`src/rtl/tx_status_stack.sv`:
```
module tx_status_stack #(
  parameter int DEPTH = 4
) (
  input  logic       clk,
  input  logic       rst_n,
  input  logic       push,
  input  logic       push_jab,
  input  logic       push_und,
  input  logic       push_col,
  input  logic       st_wr,
  output logic [7:0] st_rdata,
  output logic       tx_complete,
  input  logic       tx_rst,
  output logic [7:0] err_accum,
  output logic       need_reset
);
  localparam int CW = $clog2(DEPTH + 1);
  localparam int IW = (DEPTH > 1) ? $clog2(DEPTH) : 1;

  logic [7:0]    stk [DEPTH];
  logic [CW-1:0] cnt;
  logic          pop;
  logic [CW-1:0] cnt_p;
  logic [CW-1:0] top_c;
  logic [IW-1:0] top_i;
  logic [IW-1:0] wr_i;
  logic [7:0]    new_e;
  logic [7:0]    popped;
  logic          full_p;

  assign pop         = st_wr && (cnt != '0);
  assign cnt_p       = cnt - CW'(pop);
  assign top_c       = cnt - CW'(1);
  assign top_i       = top_c[IW-1:0];
  assign wr_i        = cnt_p[IW-1:0];
  assign full_p      = (cnt_p == CW'(DEPTH));
  assign new_e       = {1'b1, 1'b0, push_jab, push_und, push_col, 3'b000};
  assign st_rdata    = (cnt != '0) ? stk[top_i] : 8'h00;
  assign popped      = pop ? stk[top_i] : 8'h00;
  assign tx_complete = (cnt != '0);
  assign need_reset  = err_accum[5] | err_accum[4];

  always_ff @(posedge clk) begin
    if (!rst_n) begin
      cnt       <= '0;
      err_accum <= 8'h00;
      for (int i = 0; i < DEPTH; i++) stk[i] <= 8'h00;
    end else begin
      err_accum <= (tx_rst ? 8'h00 : err_accum) | popped;
      if (push) begin
        if (full_p) begin
          for (int i = 0; i < DEPTH - 1; i++) stk[i] <= stk[i+1];
          stk[DEPTH-1] <= new_e;
          cnt <= cnt_p;
        end else begin
          stk[wr_i] <= new_e;
          cnt <= cnt_p + CW'(1);
        end
      end else begin
        cnt <= cnt_p;
      end
    end
  end
endmodule


```
`config.mk`:
```
export PLATFORM = sky130hd
export DESIGN_NAME = tx_status_stack
export DESIGN_NICKNAME = d
export VERILOG_FILES = /design/src/rtl/tx_status_stack.sv
export SDC_FILE = /design/constraint.sdc
export NUM_CORES = 1
export LEC_CHECK = 0
export BUFFER_PORTS_ARGS = -buffer_cell sky130_fd_sc_hd__buf_2
export CAP_MARGIN = 30
export CELL_PAD_IN_SITES_DETAIL_PLACEMENT = 1
export CELL_PAD_IN_SITES_GLOBAL_PLACEMENT = 1
export CORE_MARGIN = 10
export CORE_UTILIZATION = 38
export DETAILED_ROUTE_END_ITERATION = 6
export MAX_ROUTING_LAYER = met4
export PLACE_DENSITY = 0.76
export SLEW_MARGIN = 30
export SYNTH_ARGS = -nofsm -noshare
export SYNTH_HDL_FRONTEND = slang
export SYNTH_SLANG_ARGS = --single-unit
```
`constraint.sdc`:
```
create_clock -name clk -period 2.3 [get_ports clk]
set_input_delay 0.23 -clock clk [delete_from_list [all_inputs] [get_ports clk]]
set_output_delay 0.23 -clock clk [all_outputs]
set_load 0.05 [all_outputs]
```
After elaboration in Yosys (flattened, before gate mapping)
Memory sizes are Yosys's and may differ from the RTL's.
Cells that the tools add are included.
{ "word_totals": {"output_inout_bits": 18, "ramBits": 32, "n_memories": 1, "ff_bits": 11, "word_cells": 37, "input_bits": 8} }
{ "mem_list": {"columns": ["memory", "depth", "width", "read_ports", "rd_clocked_by_memory_dff", "wr", "line", "rtl"], "rows": [
  ["stk", 4, 8, 4, 0, 4, "20", "logic [7:0] stk [DEPTH];"]
]} }
{ "op_classes": {"eq_ne": 1, "n_reduce_logical": 3, "n_addsub": 3, "n_bitwise": 6, "muxes": 21} }
{ "ops": {"columns": ["op", "n"], "rows": [
  ["2-to-1 mux 8 bit", 8],
  ["2-to-1 mux 1 bit", 10],
  ["bitwise OR 8 bit", 1],
  ["OR reduction 8 bit", 1],
  ["2-to-1 mux 3 bit", 2],
  ["bitwise OR 1 bit", 5],
  ["adder 3 x 1 -> 3 bit (second input constant)", 1],
  ["equality test 3 bit (second input constant)", 1],
  ["nonzero test 3 bit", 1],
  ["subtractor 3 x 1 -> 3 bit", 1],
  ["2-to-1 mux 2 bit", 1],
  ["subtractor 2 x 1 -> 2 bit (second input constant)", 1],
  ["logical AND 1 bit", 1]
]} }

Depth between registers and ports, before layout
{ "depth": {"word_depth": 10, "depth_mapped": 12, "ltp_nobuf": 11} }

Least setup slack after synthesis
Ideal clock, no wire load.
{ "synth_path": {"path_type": "register to register", "startpoint": "register cnt[0]", "endpoint": "memory stk[1][3], data pin", "slack_ps": -634, "n_path_buf": 2, "stages_incl_launch_ff": 13, "t_arrival_ps": 2677, "required_ps": 2043, "cell_sequence": "dfxtp_1 -> inv_1 -> ha_1 -> nand2b_1 -> and2_1 -> ha_1 -> ha_1 -> ha_1 -> buf_2 -> nand3_1 -> nor2_1 -> buf_4 -> a22o_2"} }
{ "synth_rtl": {"columns": ["item", "line", "rtl"], "rows": [
  ["start: declaration", "21", "logic [CW-1:0] cnt;"],
  ["start signal: assignment", "54", "cnt <= cnt_p;"],
  ["start signal: assignment", "57", "cnt <= cnt_p + CW'(1);"],
  ["start signal: assignment", "60", "cnt <= cnt_p;"],
  ["end: declaration", "20", null]
]} }

==> qor.txt <==
Pin count of the biggest net entering global routing = 16
LEAKAGE = 0.662 nW
Slew Limit Fails = 0
Tcrit/Tclk final = 96.1%
Most frequent cells in the layout = buf_2 (17), edfxtp_1 (12), buf_4 (10)
Register area share after synthesis = 45.5%
Row cnt = 20
Fin crit period = 2.21 ns
Final setup fails = 0
Synth warn = 0
DP HPWL = 2.44 mm
Async set-reset flop share out of synthesis = 0%
DRC = 0
Antenna violations before repair = 0
DR vias = 940
ANT nets after route = 0
CP Capture Type = flop
Diode count = 0
Mean number of vias per cell = 5.22
RD Place Congestion = 0.788
Skew final = 0.0101 ns
IO Pins = 26
First-pass GRT wire length = 4.76 mm
CTS Buf Count = 3
Hold_ws = 0.110 ns
Crit-path max FO = 12
Synth-to-Final Area Change = 23.3%
Clk root buf = clkbuf_4
Post-synth EDFFs = 12
Dominant synthesized flop cell = edfxtp_1
Gr usage total = 9.95%
# port buffers = 17
FMAX = 452 MHz
Post-synth cell types = 32
GR Overflow Total = 0
Layout cells sized above 1 = 42.6%
Max_cap viols = 0
Post-Syn Instances = 109
Synth Area per Inst = 11.7 um2
Clk buf depth = 2
Post-Syn Area = 1270 um2
Clock Sinks = 23
Pwr Density = 1580 nW/um2
Setup tns final = 0 ns
Initial DRC Count = 42
CTS tree = yes
Die area = 6070 um2
#FFs+latches synth = 23
Worst slack at placement = 0.0553 ns
Clock Pin Slew Worst Setup and Hold Paths = 0.14 ns
Most common cell after layout, fill and taps aside = buf_2
Hold Fails Final Rpt = 0
Drt pass-1 iters = 4
Peak VDD IR = 0.639 mV
Die height = 77.9 um
Horiz. Die Dim = 77.9 um
Hold crit path type = in -> reg
Core box area = 3130 um2
Vias in the first global route = 969
Worst skew pair latency = 0.31 ns
RSZ-0062 raised after global routing = no
Critical path launch point type = flop
Final net count = 152
Initial core utilization = 40.8%
Post-DR wirelength/cell = 16.8 um
CP Class = reg -> reg
H-tree levels = 1
Fin util = 50.2%
Setup ws final = 0.0888 ns
Routed WL = 3.03 mm
Status = completed
Filler cell count = 347
Worst endpoint required time = 2.38 ns
Arr. time, crit path = 2.29 ns
routing by layer:
metal / share of wire [%] / track usage [%] / wire length (um)
met3: 6.7 / 2.30 / 202
met5: 0 / - / 0
met4: 1.4 / 4.30 / 41
met1: 47 / 12.5 / 1440
met2: 45 / 14.9 / 1350
cells in the mapped netlist (3+ instances only):
library cell,n,area share [%]
a22o_1,3,2.1
nand3_1,3,1.2
mux4_2,3,5.3
nand2_1,8,2.4
a21oi_1,4,1.6
edfxtp_1,12,28
buf_4,9,5.3
dfxtp_1,11,17
a32o_1,3,2.4
ha_1,7,6.9
inv_1,6,1.8
nand2b_1,3,1.5
a221o_1,3,2.4
nor2_1,3,0.88
nor3b_1,3,1.8
a22o_2,6,4.7
and2_1,5,2.5
per-stage QoR:
stage	power, mW	cell area, um2	cells
after floorplan	1.85	1390	116
after global placement	2.18	1500	172
after detailed placement	2.22	1500	172
after CTS	2.41	1530	176
after global routing	2.67	1570	180
final	2.49	1570	180
critical path, stage by stage (launching register included):
cell and delay [ns]:
dfxtp_4 0.38, inv_4 0.06, ha_4 0.13, nand2b_4 0.07
and2_4 0.18, ha_4 0.16, ha_4 0.25, ha_4 0.20
nand3_2 0.08, nor2_2 0.05, buf_12 0.14, a22o_2 0.25
flip-flops by register name (all words and copies together) (netlist names):
name	cells
stk	16
err_accum	4
cnt	3
path summary, 6_finish.rpt:
check,startpoint,endpoint,slack (ns),cells after the start
max,cnt[0],stk[1][5],0.09,11
min,tx_rst,err_accum[5],0.11,2
max reg2reg,cnt[0],stk[1][5],0.09,11
min reg2reg,err_accum[7],err_accum[7],0.49,1
repair_timing:
item / 4_1_cts / 5_1_grt
buffers inserted: 0 / 4
hold buffers: 0 / 0
endpoints found under the setup margin: 0 / 18
resized for setup: 0 / 5
where the power goes:
part	leakage, nW	switching, mW	internal, mW	total, mW
Clock	0.0177	0.127	0.0650	0.192
Sequential	0.217	0.106	0.604	0.710
Combinational	0.428	0.904	0.682	1.59
Total	0.662	1.14	1.35	2.49
layout make-up:
cell class	instances	area [um2]	area share, %
repair buffers	28	180	11.5
clock buffers	3	22.5	1.43
well taps	44	55.1	3.50
multi-input cells	75	698	44.4
inverters	6	25.0	1.59
flip-flops and latches	23	586	37.3
clock inverters	1	5.00	0.318
kinds of logic (layout without fill, tap and decap cells):
logic type | count (synthesis) | count (layout) | share of synthesized area, %
and+or+nand+nor | 28 | 28 | 11.5
AOI/OAI and AO/OA | 25 | 25 | 17.6
DFF | 23 | 23 | 45.5
buffers and inverters | 18 | 38 | 8.14
adders and majority gates | 7 | 7 | 6.87
muxes | 5 | 5 | 8.15
xor gates and xnor gates | 2 | 2 | 1.96
other | 1 | 8 | 0.294
No activity file was read; power rests on OpenSTA's default activity.
